--- config.mk ---
export PLATFORM = sky130hd
export DESIGN_NAME = smi_status_pair
export DESIGN_NICKNAME = d
export VERILOG_FILES = /design/src/rtl/smi_status_pair.sv
export SDC_FILE = /design/constraint.sdc
export NUM_CORES = 1
export LEC_CHECK = 0
export BUFFER_PORTS_ARGS = -buffer_cell sky130_fd_sc_hd__buf_2
export CAP_MARGIN = 5
export CORE_UTILIZATION = 42
export CTS_CLUSTER_DIAMETER = 200
export CTS_CLUSTER_SIZE = 8
export DETAILED_ROUTE_END_ITERATION = 7
export PLACE_DENSITY_LB_ADDON = 0.05
export SETUP_SLACK_MARGIN = 0.02
export SKIP_CTS_REPAIR_TIMING = 1
export SLEW_MARGIN = 40
export SYNTH_ARGS = -nofsm -noshare
export SYNTH_HDL_FRONTEND = slang
export SYNTH_SLANG_ARGS = --single-unit
--- constraint.sdc ---
create_clock -name clk -period 2.8 [get_ports clk]
set_input_delay 0.28 -clock clk [delete_from_list [all_inputs] [get_ports clk]]
set_output_delay 0.28 -clock clk [all_outputs]
set_load 0.1 [all_outputs]
--- src/rtl/smi_status_pair.sv ---
module smi_status_pair #(
  parameter int unsigned ADDR_W = 8,
  parameter logic [ADDR_W-1:0] OFF_LVL = ADDR_W'('h12),
  parameter logic [ADDR_W-1:0] OFF_EVT = ADDR_W'('h13)
) (
  input  logic              clk,
  input  logic              rst_n,
  input  logic [ADDR_W-1:0] pm_base,
  input  logic [ADDR_W-1:0] io_addr,
  input  logic              io_rd,
  input  logic              io_wr,
  input  logic [7:0]        io_wdata,
  output logic [7:0]        io_rdata,
  input  logic              par_irq,
  input  logic              uart2_irq,
  input  logic              uart1_irq,
  input  logic              fdc_irq,
  input  logic              grp2_irq,
  input  logic              grp1_irq,
  input  logic              wdog_irq,
  input  logic              mouse_irq,
  input  logic              kbd_irq,
  input  logic              kbc_p12,
  input  logic              b_event,
  input  logic              slp_en_wr,
  input  logic              ir_rx_a,
  input  logic              ir_rx_b,
  input  logic              ir_sel
);

  logic hit_lvl, hit_evt, clr;
  logic [2:0] ir_pipe, sel_pipe;
  logic ir_edge;
  logic ir_flag, b_flag, slp_flag;
  logic [7:0] reg_lvl, reg_evt;

  assign hit_lvl = io_addr == pm_base + OFF_LVL;
  assign hit_evt = io_addr == pm_base + OFF_EVT;
  assign clr     = io_rd && hit_evt;

  // each IR sample travels with the select that produced it
  always_ff @(posedge clk or negedge rst_n)
    if (!rst_n) begin
      ir_pipe  <= '0;
      sel_pipe <= '0;
    end else begin
      ir_pipe  <= {ir_pipe[1:0], ir_sel ? ir_rx_b : ir_rx_a};
      sel_pipe <= {sel_pipe[1:0], ir_sel};
    end

  assign ir_edge = (ir_pipe[1] ^ ir_pipe[2]) && (sel_pipe[1] == sel_pipe[2]);

  always_ff @(posedge clk or negedge rst_n)
    if (!rst_n) begin
      ir_flag  <= 1'b0;
      b_flag   <= 1'b0;
      slp_flag <= 1'b0;
    end else begin
      ir_flag  <= ir_edge   | (ir_flag  & ~clr);
      b_flag   <= b_event   | (b_flag   & ~clr);
      slp_flag <= slp_en_wr | (slp_flag & ~clr);
    end

  assign reg_lvl = {wdog_irq, grp1_irq, grp2_irq, fdc_irq,
                    uart1_irq, uart2_irq, par_irq, 1'b0};
  assign reg_evt = {slp_flag, 2'b00, kbc_p12, b_flag, ir_flag,
                    kbd_irq, mouse_irq};

  assign io_rdata = !io_rd  ? 8'h00 :
                    hit_lvl ? reg_lvl :
                    hit_evt ? reg_evt : 8'h00;

  logic unused_ok;
  assign unused_ok = ^{io_wr, io_wdata};

endmodule

* Word level (Yosys, flattened, before mapping)
Cells that the tools add are included.
** Word-level totals
- Flip-flop bits (word level) :: 9
- Bits of input ports :: 43
- Output and inout bits :: 8
- Logic and storage cells :: 24
** Operators by class
- Add/subtract/negate cells :: 2
- Eq/ne operators :: 3
- Mux-type cells :: 4
- Bitwise gates (word level) :: 8
- Reductions and logical operators :: 2
** Operator list (number)
- 8-bit two-way mux :: 3
- 8-bit by 5-bit adder with 8-bit output (second input constant) :: 2
- 8-bit == test :: 2
- 1-bit bitwise AND :: 3
- 1-bit bitwise OR :: 3
- 1-bit logical AND :: 2
- 1-bit == test :: 1
- 1-bit two-way mux :: 1
- 1-bit inverter :: 1
- 1-bit XOR :: 1

* Depth between registers and ports, before layout
- Depth after elaboration :: 6
- Gate-level depth with buffers :: 7
- Gate-level depth less buffers :: 7

* Worst setup path before layout
No wires, ideal clock.
- Path type :: input port to output port
- Start :: input pm_base[1]
- End :: output io_rdata[2]
- Arrival time :: 2.838 ns
- Data required time :: 2.520 ns
- Path slack :: -0.318 ns
- Cell stages on the path :: 7
- Buffers on the path :: 0
- Cells stage by stage :: inv_1 -> ha_1 -> and3b_4 -> or4b_1 -> a211o_1 -> a2111oi_4 -> a32o_1
** Between the ends
- Word-level cells in the longest chain between the ends :: 5
- Elaborated cells on any way between the ends :: 7
- Those cells by class :: 2 x add/sub; 2 x eq/ne; 3 x mux
** Ends and longest elaborated chain
- start, declared :: line 8 : input logic [ADDR_W-1:0] pm_base,
- 8-bit by 5-bit adder with 8-bit output :: line 38 : assign hit_evt = io_addr == pm_base + OFF_EVT;
- 8-bit == test :: line 38
- 8-bit two-way mux :: line 71 : hit_evt ? reg_evt : 8'h00;
- 8-bit two-way mux * :: line 70 : hit_lvl ? reg_lvl :
- 8-bit two-way mux * :: line 69 : assign io_rdata = !io_rd ? 8'h00 :
- end, declared :: line 13 : output logic [7:0] io_rdata,
Mark *: on every way between the ends. The rest lies on a longest branch, timed or not.

* Worst setup path in the final report
- Start :: input pm_base[1]
- End :: output io_rdata[1]
The elaborated chain is that of the path after synthesis.

==> summary.txt <==
Outcome
  – Outcome: completed

Routing
  – First-pass DRT Iterations: 4
  – Final WL: 1970 um
  – Vias per cell: 5.01
  – Met1 Wirelength: 876 um
  – Routed met2 length: 912 um
  – DRC violation count after routing: 0
  – Top routing layer used: met4
  – Final ANT Viol Nets: 0
  – Routed vias: 831
  – DRT iter0 DRCs: 5
  – Met3 WL: 169 um
  – Wire per inst: 11.8 um

Die
  – Top-Level Pins: 51
  – Num rows: 15
  – Die Ht: 45.7 um
  – CORE AREA: 1760 um^2
  – Initial Util: 45.5%
  – Die width: 45.7 um
  – Die area: 2090 um^2

Setup path
  – R2r setup slk: 2.07 ns
  – Crit path launch type: input pin
  – CP cell instances: buf_8 > inv_6 > ha_4 > and3b_4 > or4b_4 > a211o_1 > a2111oi_4 > buf_2 > a22o_4 > buf_12
  – CP top delay family: compound AO/OA/AOI/OAI gates
  – Critical Path Slowest Stage Cell: or4b_4
  – Reg2Reg Launch Point: ir_pipe[1]
  – Critical Path Sink Type: output port
  – R2R depth: 2
  – R2R Path End: ir_flag
  – CP arrival: 2.50 ns
  – Critical path data required time: 2.52 ns
  – Worst-path maximum fanout: 4
  – Max incr delay on CP: 0.52 ns
  – Critical path class: in -> out
  – Crit path buf inv count: 4

Yosys
  – Syn_nets: 132
  – Syn avg cell area: 9.34 um^2
  – Post-synthesis mux area share: 1.40%
  – Yosys warns: 0
  – Synth Area in Simple Gates: 16.2%
  – Xor/xnor share of the synthesized area: 21.8%
  – Seq/Total Area, Yosys: 28.0%
  – Synth Cell Area: 803 um^2
  – Yosys reg bits: 9
  – Syn Inst Count: 86
  – Yosys cell types: 36
  – Main combinational cell family by area after synthesis: compound AO/OA/AOI/OAI gates
  – Compound-cell area share of the yosys netlist: 23.2%
  – Adder-Cell Fraction of Synth Area: 4.67%

STA
  – Clk_skew: 0.00441 ns
  – Tcrit/Tclk final: 99.4%
  – Relative slew slack: 74.3%
  – Achievable Freq: 359 MHz
  – RSZ-0062 raised after global routing: true
  – Final min period: 2.78 ns
  – Hold Vio Cnt, Final: 0
  – Min Hold Slack: 0.143 ns
  – Slew @ Worst Pin: 0.383 ns
  – Slew Limit Fails: 0
  – Setup violators final: 0

Pwr
  – Total power: 375 uW
  – VDD IR-drop max: 0.286 mV
  – Pwr dens: 278 nW/um^2
  – Leak pwr: 0.000645 uW

Placement
  – IO buf count: 41
  – Hpwl dp: 1430 um
  – Placer Congestion: 0.798

Layout
  – Nets: 188
  – Layout cells sized above 1: 51.1%
  – Ant. Diodes: 0
  – Area Overhead vs Synth: 68.1%

Clock tree
  – Clock latency on the worst-skew pair: 0.26 ns
  – TritonCTS buffer count: 3
  – Clk sinks: 9
  – H-tree Lvls: 1
  – Maximum buffer depth of the clock tree: 2
  – CTS clk-pin slew, worst paths: 0.06 ns
  – CTS tree: done
  – Root buf cell: clkbuf_4

Global routing
  – Overflow after GRT: 0
  – First-pass GRT wire length: 2690 um
  – Vias in the first global route: 655
  – Largest net degree at the start of global routing: 10
  – Initial antenna violation count: 0
  – Tot GR Track Use: 18.0%

Hold path
  – Hold depth: 1
  – Hold Path Class: in -> reg
  – WHS Endpoint: sel_pipe[0]
  – Hold Crit Start: ir_sel

Run
  – Max Cap Viol: 0
==> synth_stat cells <==
cell       number  share of area, %
a2111oi_4       1               3.4
nor3b_1         1              0.93
nor2b_1         2               1.6
dfrtp_1         9                28
xnor2_1        12                13
o21bai_1        2               1.9
o22ai_1         1              0.78
buf_6           1               1.4
and2_1          2               1.6
a211o_1         1               1.1
mux2_2          1               1.4
nor3_1          2               1.2
and3b_4         1               1.6
o21ai_0         1              0.62
a21o_1          1              0.93
nand3_1         4               2.5
a31o_2          1               1.1
nand4_1         1              0.78
ha_1            3               4.7
inv_1           5               2.3
clkbuf_1        2              0.93
a21oi_1         3               1.9
a32o_1          1               1.2
nand2_1         4               1.9
a21boi_0        1              0.93
or4b_1          1               1.2
a31oi_1         1              0.78
a211oi_1        1              0.93
nor2_1          3               1.4
a2bb2oi_1       1               1.1
a22o_1          4               4.4
o21ba_2         1               1.2
and3_1          1              0.78
nor4_1          1              0.78
xor2_1          8               8.7
o211ai_1        1              0.93
==> worst register-to-register path, stage by stage, from the launching register on <==
cell     delay [ns]
dfrtp_1        0.39
xnor2_1        0.14
o22ai_1        0.08
==> placed cells by master, fill, tap and decap left out, drive strengths merged, types with 3 or more instances in the layout <==
cell / instances
ha: 3
inv: 5
a21oi: 3
xor2: 8
nand2: 4
nand3: 4
buf: 53
a22o: 4
dfrtp: 9
xnor2: 12
clkbuf: 4
nor2: 3
==> state kept, by name, indices dropped and copies added, names as in the netlist <==
| register | flops |
|---|---|
| ir_pipe | 3 |
| sel_pipe | 3 |
| b_flag | 1 |
| ir_flag | 1 |
| slp_flag | 1 |
==> stage by stage <==
stage,util [%],setup WS [ns],cells,cell area (um^2),TNS [ns]
after global placement,67.7,-0.00588,155,1190,-0.00588
after detailed placement,67.7,-0.0447,155,1190,-0.209
final,76.5,0.0159,166,1350,0
after floorplan,-,-0.0345,86,811,-0.0842
after global routing,76.5,-0.0319,166,1350,-0.0509
after CTS,69.1,-0.0513,159,1220,-0.240
==> final cells by class <==
type | count | area (um^2)
Multi-Input combinational cell | 69 | 601
Timing Repair Buffer | 54 | 443
Fill cell | 129 | 414
Sequential cell | 9 | 225
Tap cell | 25 | 31.3
Clock buffer | 4 | 26.3
Inverter | 5 | 23.8
==> power by group <==
part           switching, uW  total (uW)  internal, uW
Sequential              2.71         139           136
Clock                   47.0         102          55.0
Combinational           65.8         134          68.7
==> kinds of logic after synthesis <==
family | after synthesis
DFF | 9
muxes | 1
buffers and inverters | 8
adders and majority gates | 3
xor gates and xnor gates | 20
and+or+nand+nor | 23
AOI/OAI and AO/OA | 22
==> worst max-delay path by stage <==
stage | startpoint | end | slack [ns] | cells past startpoint
floorplan | pm_base[1] | io_rdata[2] | -0.03 | 7
global placement | pm_base[1] | io_rdata[0] | -0.006 | 10
detailed placement | pm_base[1] | io_rdata[0] | -0.04 | 10
CTS | pm_base[1] | io_rdata[0] | -0.05 | 10
global route | pm_base[1] | io_rdata[1] | -0.03 | 10
finish | pm_base[1] | io_rdata[1] | 0.02 | 10
==> per-layer routing <==
layer | track usage [%] | vias to the layer above
met1 | 23.2 | 373
li1 | - | 417
met3 | 7.54 | 2
met4 | 3.53 | 0
met5 | 0 | -
met2 | 28.3 | 39
Power figures use the tool's default switching activity.
